**src/rtl/sar_if_pkg.sv**
```systemverilog
package sar_if_pkg;

  typedef enum logic {
    MODE_CHAIN  = 1'b0,
    MODE_SELECT = 1'b1
  } if_mode_e;

  // Mode chosen by the level of the data input at the strobe edge
  function automatic if_mode_e mode_from_sdi(input logic level);
    return level ? MODE_SELECT : MODE_CHAIN;
  endfunction

endpackage

```
**src/rtl/sar_edge_det.sv**
```systemverilog
module sar_edge_det #(
  parameter bit RISING = 1'b1
) (
  input  logic clk,
  input  logic rst_n,
  input  logic sig_i,
  output logic edge_o
);

  // Reset value equals the idle level of the watched edge, so no edge is
  // reported on the first clock after reset.
  logic sig_q;

  always_ff @(posedge clk or negedge rst_n) begin
    if (!rst_n) sig_q <= RISING;
    else        sig_q <= sig_i;
  end

  generate
    if (RISING) begin : g_rise
      assign edge_o = sig_i & ~sig_q;
    end else begin : g_fall
      assign edge_o = ~sig_i & sig_q;
    end
  endgenerate

endmodule

```
**src/rtl/sar_conv_timer.sv**
```systemverilog
module sar_conv_timer #(
  parameter int unsigned CYCLES = 40
) (
  input  logic clk,
  input  logic rst_n,
  input  logic start_i,
  output logic busy_o,
  output logic done_o
);

  localparam int unsigned CW = $clog2(CYCLES + 1);

  function automatic logic [CW-1:0] first_count();
    return CW'(CYCLES - 1);
  endfunction

  logic [CW-1:0] cnt_q;
  logic          busy_q;

  always_ff @(posedge clk or negedge rst_n) begin
    if (!rst_n) begin
      busy_q <= 1'b0;
      cnt_q  <= '0;
    end else if (start_i && !busy_q) begin
      busy_q <= 1'b1;
      cnt_q  <= first_count();
    end else if (busy_q) begin
      if (cnt_q == '0) busy_q <= 1'b0;
      else             cnt_q  <= cnt_q - 1'b1;
    end
  end

  assign busy_o = busy_q;
  assign done_o = busy_q && (cnt_q == '0);


  done_clears_busy_chk: assert property (@(posedge clk) disable iff (!rst_n)
    done_o |=> !busy_o);


  start_sets_busy_chk: assert property (@(posedge clk) disable iff (!rst_n)
    (start_i && !busy_o) |=> busy_o);

endmodule

```
**src/rtl/sar_shift_reg.sv**
```systemverilog
module sar_shift_reg #(
  parameter int unsigned WIDTH = 16
) (
  input  logic             clk,
  input  logic             rst_n,
  input  logic             load_i,
  input  logic [WIDTH-1:0] load_val_i,
  input  logic             shift_i,
  input  logic             ser_i,
  output logic [WIDTH-1:0] word_o
);

  function automatic logic [WIDTH-1:0] next_word(input logic [WIDTH-1:0] w,
                                                 input logic b);
    return {w[WIDTH-2:0], b};
  endfunction

  logic [WIDTH-1:0] word_q;

  always_ff @(posedge clk or negedge rst_n) begin
    if (!rst_n)       word_q <= '0;
    else if (load_i)  word_q <= load_val_i;
    else if (shift_i) word_q <= next_word(word_q, ser_i);
  end

  assign word_o = word_q;


  load_wins_chk: assert property (@(posedge clk) disable iff (!rst_n)
    load_i |=> (word_o == $past(load_val_i)));


  idle_hold_chk: assert property (@(posedge clk) disable iff (!rst_n)
    (!load_i && !shift_i) |=> $stable(word_o));

endmodule

```
**src/rtl/sar_serial_if.sv**
```systemverilog
module sar_serial_if
  import sar_if_pkg::*;
#(
  parameter int unsigned DATA_W      = 16,
  parameter int unsigned CONV_CYCLES = 40
) (
  input  logic              clk,
  input  logic              rst_n,
  input  logic              cnv,
  input  logic              sck,
  input  logic              sdi,
  input  logic [DATA_W-1:0] sample_data,
  output logic              sdo,
  output logic              sdo_en,
  output logic              conv_busy
);

  localparam int unsigned MSB = DATA_W - 1;

  // Named internal events
  logic              cnv_rise;
  logic              sck_fall;
  logic              conv_start;
  logic              conv_active;
  logic              conv_done;
  logic              shift_en;
  logic              shift_bit;
  logic              ind_arm;
  logic [DATA_W-1:0] data_word;
  if_mode_e          mode_q;
  logic              ind_pending;

  sar_edge_det #(.RISING(1'b1)) u_cnv_edge (
    .clk(clk), .rst_n(rst_n), .sig_i(cnv), .edge_o(cnv_rise));

  sar_edge_det #(.RISING(1'b0)) u_sck_edge (
    .clk(clk), .rst_n(rst_n), .sig_i(sck), .edge_o(sck_fall));

  assign conv_start = cnv_rise && !conv_active;

  sar_conv_timer #(.CYCLES(CONV_CYCLES)) u_timer (
    .clk(clk), .rst_n(rst_n), .start_i(conv_start),
    .busy_o(conv_active), .done_o(conv_done));

  // Busy indicator armed when either enable line is low at completion
  assign ind_arm   = (mode_q == MODE_SELECT) && (!cnv || !sdi);
  assign shift_en  = sck_fall && !conv_active && !ind_pending;
  assign shift_bit = (mode_q == MODE_CHAIN) ? sdi : 1'b0;

  always_ff @(posedge clk or negedge rst_n) begin
    if (!rst_n) begin
      mode_q      <= MODE_SELECT;
      ind_pending <= 1'b0;
    end else if (conv_start) begin
      mode_q      <= mode_from_sdi(sdi);
      ind_pending <= 1'b0;
    end else if (conv_done) begin
      ind_pending <= ind_arm;
    end else if (sck_fall && !conv_active) begin
      ind_pending <= 1'b0;
    end
  end

  sar_shift_reg #(.WIDTH(DATA_W)) u_shift (
    .clk(clk), .rst_n(rst_n), .load_i(conv_done), .load_val_i(sample_data),
    .shift_i(shift_en), .ser_i(shift_bit), .word_o(data_word));

  always_comb begin
    if (mode_q == MODE_CHAIN) begin
      sdo    = data_word[MSB];
      sdo_en = 1'b1;
    end else begin
      sdo_en = !cnv || !sdi;
      if (conv_active)      sdo = 1'b1;
      else if (ind_pending) sdo = 1'b0;
      else                  sdo = data_word[MSB];
    end
  end

  assign conv_busy = conv_active;


  mode_latch_chk: assert property (@(posedge clk) disable iff (!rst_n)
    conv_start |=> (mode_q == ($past(sdi) ? MODE_SELECT : MODE_CHAIN)));


  mode_hold_chk: assert property (@(posedge clk) disable iff (!rst_n)
    conv_active |=> $stable(mode_q));


  sck_ignored_chk: assert property (@(posedge clk) disable iff (!rst_n)
    (conv_active && !conv_done) |=> $stable(data_word));


  chain_drive_chk: assert property (@(posedge clk) disable iff (!rst_n)
    (mode_q == MODE_CHAIN) |-> sdo_en);


  select_busy_high_chk: assert property (@(posedge clk) disable iff (!rst_n)
    ((mode_q == MODE_SELECT) && conv_active) |-> sdo);


  indicator_low_chk: assert property (@(posedge clk) disable iff (!rst_n)
    (conv_done && (mode_q == MODE_SELECT) && (!cnv || !sdi)) |=> !sdo);

endmodule

```
**config.mk**
```make
export PLATFORM = sky130hd
export DESIGN_NAME = sar_serial_if
export DESIGN_NICKNAME = d
export VERILOG_FILES = /design/src/rtl/sar_if_pkg.sv /design/src/rtl/sar_edge_det.sv /design/src/rtl/sar_conv_timer.sv /design/src/rtl/sar_shift_reg.sv /design/src/rtl/sar_serial_if.sv
export SDC_FILE = /design/constraint.sdc
export NUM_CORES = 1
export LEC_CHECK = 0
export ABC_CLOCK_PERIOD_IN_PS = 3500
export BUFFER_PORTS_ARGS = -buffer_cell sky130_fd_sc_hd__buf_4
export CORE_AREA = 2 2 51 53
export CTS_BUF_LIST = sky130_fd_sc_hd__clkbuf_16
export CTS_CLUSTER_DIAMETER = 80
export DETAILED_ROUTE_END_ITERATION = 8
export DIE_AREA = 0 0 53 55
export GPL_TIMING_DRIVEN = 0
export PLACE_DENSITY = 0.79
export SLEW_MARGIN = 25
export SYNTH_ARGS = -nofsm -noshare
export SYNTH_HDL_FRONTEND = slang
export SYNTH_SLANG_ARGS = --single-unit
```
**constraint.sdc**
```tcl
create_clock -name clk -period 3.5 [get_ports clk]
set_clock_uncertainty 0.05 [all_clocks]
set_input_delay 0.175 -clock clk [delete_from_list [all_inputs] [get_ports clk]]
set_output_delay 0.175 -clock clk [all_outputs]
set_load 0.01 [all_outputs]
```
# Yosys cells after proc, flatten, opt, wreduce, memory -nomap -nowiden
# Cells that the tools add are included.
# totals
reg_bits	27
in_bits	21
elab_cells	46
# classes
n_addsub	1
eq_ne	1
n_mux	17
bitwise	4
reduce_logical	16
# ops
operator	n
$mux 16	2
$mux 6	3
$mux 1	12
$logic_and 1x1->1	6
$logic_not 6->1	1
$sub 6x1->6 const B	1
$logic_not 1->1	4
$reduce_bool 2->1	2
$reduce_bool 3->1	1
$and 1x1->1	2
$ne 2x1->1 const B	1
$not 1->1	2
$reduce_and 2->1	1
$logic_or 1x1->1	1

# Longest topological paths before layout
# logic_depth
ltp_word	6
mapped_depth	6
depth_no_buf	5

# By module
# A second synthesis with hierarchy kept.
# hier_totals
hier_cells	130
area_unflattened_um2	1370.1
# modules_own_cells
module	n_inst	cells_each	area_each_um2	seq_area_each_um2
sar_shift_reg	1	69	744.5	400.4
sar_conv_timer	1	43	416.6	175.2
sar_serial_if	1	14	130.1	51.3
sar_edge_det (u_cnv_edge)	1	2	40.0	26.3
sar_edge_det (u_sck_edge)	1	2	38.8	25.0

# Worst setup path before layout
# OpenSTA, ideal clock, no wires.
# synth_path
kind	register to register
start	register u_timer.busy_q, in the netlist u_timer.busy_o
end	register u_shift.word_q[12], in the netlist u_shift.word_o[12]
arrival_time_ps	1484
t_required_ps	3324
slack_ps	1840
stages_incl_launch_ff	6
path_buffers	2
synth_period_minus_slack_ps	1660
path_cell_list	dfrtp_1 buf_6 nor4b_4 a21oi_2 buf_2 a221o_1
# synth_between
elab_chain_len	4
elab_cells_between_ends	6
# synth_lines
element	line	text
start: declaration	sar_conv_timer.sv:18	logic busy_q;
start signal: assignment	sar_conv_timer.sv:22	busy_q <= 1'b0;
start signal: assignment	sar_conv_timer.sv:25	busy_q <= 1'b1;
start signal: assignment	sar_conv_timer.sv:28	if (cnt_q == '0) busy_q <= 1'b0;
$logic_not 1->1	sar_serial_if.sv:47	assign shift_en = sck_fall && !conv_active && !ind_pending;
$logic_and 1x1->1 (2 in series)	sar_serial_if.sv:47	
$reduce_bool 2->1 (no line)	--	
end signal: assignment	sar_shift_reg.sv:22	else if (load_i) word_q <= load_val_i;
end signal: assignment	sar_shift_reg.sv:23	else if (shift_i) word_q <= next_word(word_q, ser_i);
end: declaration	sar_shift_reg.sv:18	logic [WIDTH-1:0] word_q;
# Parallel ways exist; a longest one is shown, timed or not.
# A chain may end at the register's enable or synchronous reset.

# Worst setup path after layout
# layout_path
start	register u_timer.busy_q, in the netlist u_timer.busy_o
end	register u_shift.word_q[5], in the netlist u_shift.word_o[5]
# Same word-level chain as after synthesis.

==> metrics <==
outcome=completed; CTS buffer count=3; Post-Route WL=2673 µm; Mapped Avg Cell Area=11.54 µm²; vias in the first global route=983; Mapped Area=0.001292 mm²; hold crit path type=input pin to register; CTS clock-pin slew for the worst setup and hold paths=0.06 ns; slew margin rel.=52.60%; TritonRoute pass-1 iters=5; RD Place Congestion=0.7947; Hold Crit Start=sck; most frequent cells in the layout=25 x dfrtp_1, 24 x buf_4, 16 x a221o_1, 14 x and2_1, 11 x nand2_1; antenna violations before repair=0; number of enable flip-flop cells after synthesis=0; vias per std cell=5.678; P&R area growth vs syn=23.91%; postcts setup bufs=0; max-slew violations=0; Die ar.=0.002915 mm²; WS Path Type=register to register; share of cells above drive strength 1=26.24%; Period minus WS final=1.876 ns; commonest non-fill, non-tap cell in the layout=dfrtp_1; CORE AREA=0.002365 mm²; Req. time, crit path=3.59 ns; Clock Latency Late Sink=0.26 ns; filler instances=199; # DRC=0; maxcap violations=0; PortBufs=23; period utilization=53.59%; final hold vios=0; hpwl dp=1847 µm; FFs w/ async S/R, synth=100.0%; Die X=53 µm; FF+latch area=678.2 µm²; Critical R2R Capture=u_shift.word_o[5]$_DFFE_PN0P_; Setup-failing EPs final=0; Hold Slack=0.005911 ns; ys flop type=dfrtp_1; Setup TNS=0 ns; peak supply drop=0.6100 mV; post-synth cell types=35; largest net degree at the start of global routing=28; global route overflow=0; Final nets=164; initial DRC count=17; RR Startpoint=u_timer.busy_o$_DFF_PN0_; clk sinks=27; fmax=533.2 MHz; FP Rows=18; GRT Total Usage=21.30%; area of the multi-input gates=571.8 µm²; FF-to-FF path depth=5; clk buf depth=2; RSZ-0062 raised after global routing=no; post_cts resized=0; PwrDens=761.6 mW/mm²; share of the yosys chip area belonging to registers=52.47%; yosys warns=0; vias=971; Synth area leader=dfrtp_1; crit path DAT=1.96 ns; Lkg Pwr=0.7517 nW; CP endpoint kind=register; top cell type's share of synthesized area=48.40%; CTS HTree Levels=1; Min-Delay Endpoint=u_sck_edge.sig_q$_DFF_PN0_; post-synthesis sequential element count=27; Routed wire per std cell=15.63 µm; Die H=55 µm; IO Count=24; ANT nets after route=0; cell count after synthesis=112; r2r setup slk=1.62 ns; initial core utilization=54.66%; # diodes=0; clk root buf=clkbuf_16; Synth Net Count=134; maximum fanout along the worst path=10; Hold Crit Depth=1; worst-margin pin slew=0.7095 ns; first-pass GRT wire length=4409 µm; total power=0.001220 W; crit start category=register; CTS tree=built; Synth area leaders=dfrtp_1 48%, a221o_1 12%, and2_1 6.8%
## per-layer routing
layer  up-vias  global-route usage (%)  routed length, µm
li1        472                       -                  -
met1       471                   25.04               1169
met2        24                   37.29               1355
met3         4                   5.108                104
met4         0                   9.402                 42
met5         -                       0                  0
## layout make-up
class | count | area share, %
flip-flops and latches | 27 | 42.34
clock buffers | 3 | 4.687
multi-input cells | 77 | 35.70
well taps | 30 | 2.344
inverters | 3 | 0.7031
repair buffers | 25 | 12.03
plain buffers | 5 | 1.953
clock inverters | 1 | 0.2344
## stage by stage
step	cell area [µm²]	utilization, %	instances	setup WS, ns
after global routing	1602	67.72	171	1.542
after CTS	1602	67.72	171	1.626
after detailed placement	1503	63.54	165	1.657
after global placement	1503	63.54	165	1.691
after floorplan	1292	-	112	1.840
final	1602	67.72	171	1.624
## state kept, by name (all words and copies together), names as in the netlist
name,flops
u_shift.word_o,16
u_timer.cnt_q,6
ind_pending,1
mode_q,1
u_cnv_edge.sig_q,1
u_sck_edge.sig_q,1
u_timer.busy_o,1
## worst max-delay path: stages (launching register included)
cell and delay [ns]:
dfrtp_1 0.39, buf_6 0.15, nor4b_4 0.48, a21oi_2 0.13, buf_2 0.23, a221o_1 0.32
## kinds of logic after synthesis
kind of cell,Yosys count,share of synthesized area [%]
flops,27,52.47
simple gates,48,23.82
fa+ha+maj,1,0.9679
mux,4,3.195
compound gates,24,16.26
buf+inv,8,3.291
## where the power goes
group	total [W]	internal, W	switching [W]	leakage, nW
clock	0.000254	0.000153	0.000101	0.0423
sequential	0.000543	0.000446	0.0000974	0.339
combinational	0.000422	0.000227	0.000195	0.371
total	0.00122	0.000826	0.000394	0.752
## synth_stat cells (all sizes together), types with 2 or more instances
cell,instances
dfrtp,25
inv,3
nor2,4
nand2,11
a221o,16
o21ai,3
a21oi,3
dfstp,2
nor3,2
clkbuf,2
and3b,2
mux2i,3
or4b,2
nand3,4
buf,3
and2,14
## worst max path at each step
stage / from / to / slack (ns)
2_1_floorplan: u_timer.busy_o$_DFF_PN0_ / u_shift.word_o[12]$_DFFE_PN0P_ / 1.84
3_3_place_gp: u_timer.busy_o$_DFF_PN0_ / u_shift.word_o[10]$_DFFE_PN0P_ / 1.69
3_5_place_dp: u_timer.busy_o$_DFF_PN0_ / u_shift.word_o[12]$_DFFE_PN0P_ / 1.66
4_1_cts: u_timer.busy_o$_DFF_PN0_ / u_shift.word_o[5]$_DFFE_PN0P_ / 1.63
5_1_grt: u_timer.busy_o$_DFF_PN0_ / u_shift.word_o[5]$_DFFE_PN0P_ / 1.54
6_report: u_timer.busy_o$_DFF_PN0_ / u_shift.word_o[5]$_DFFE_PN0P_ / 1.62
## timing repair
| action | 4_1_cts | 5_1_grt |
|---|---|---|
| hold buffers | 2 | 0 |
| setup endpoints to repair | 0 | 0 |
| endpoints found under the hold margin | 26 | 0 |
Power figures use the tool's default switching activity.
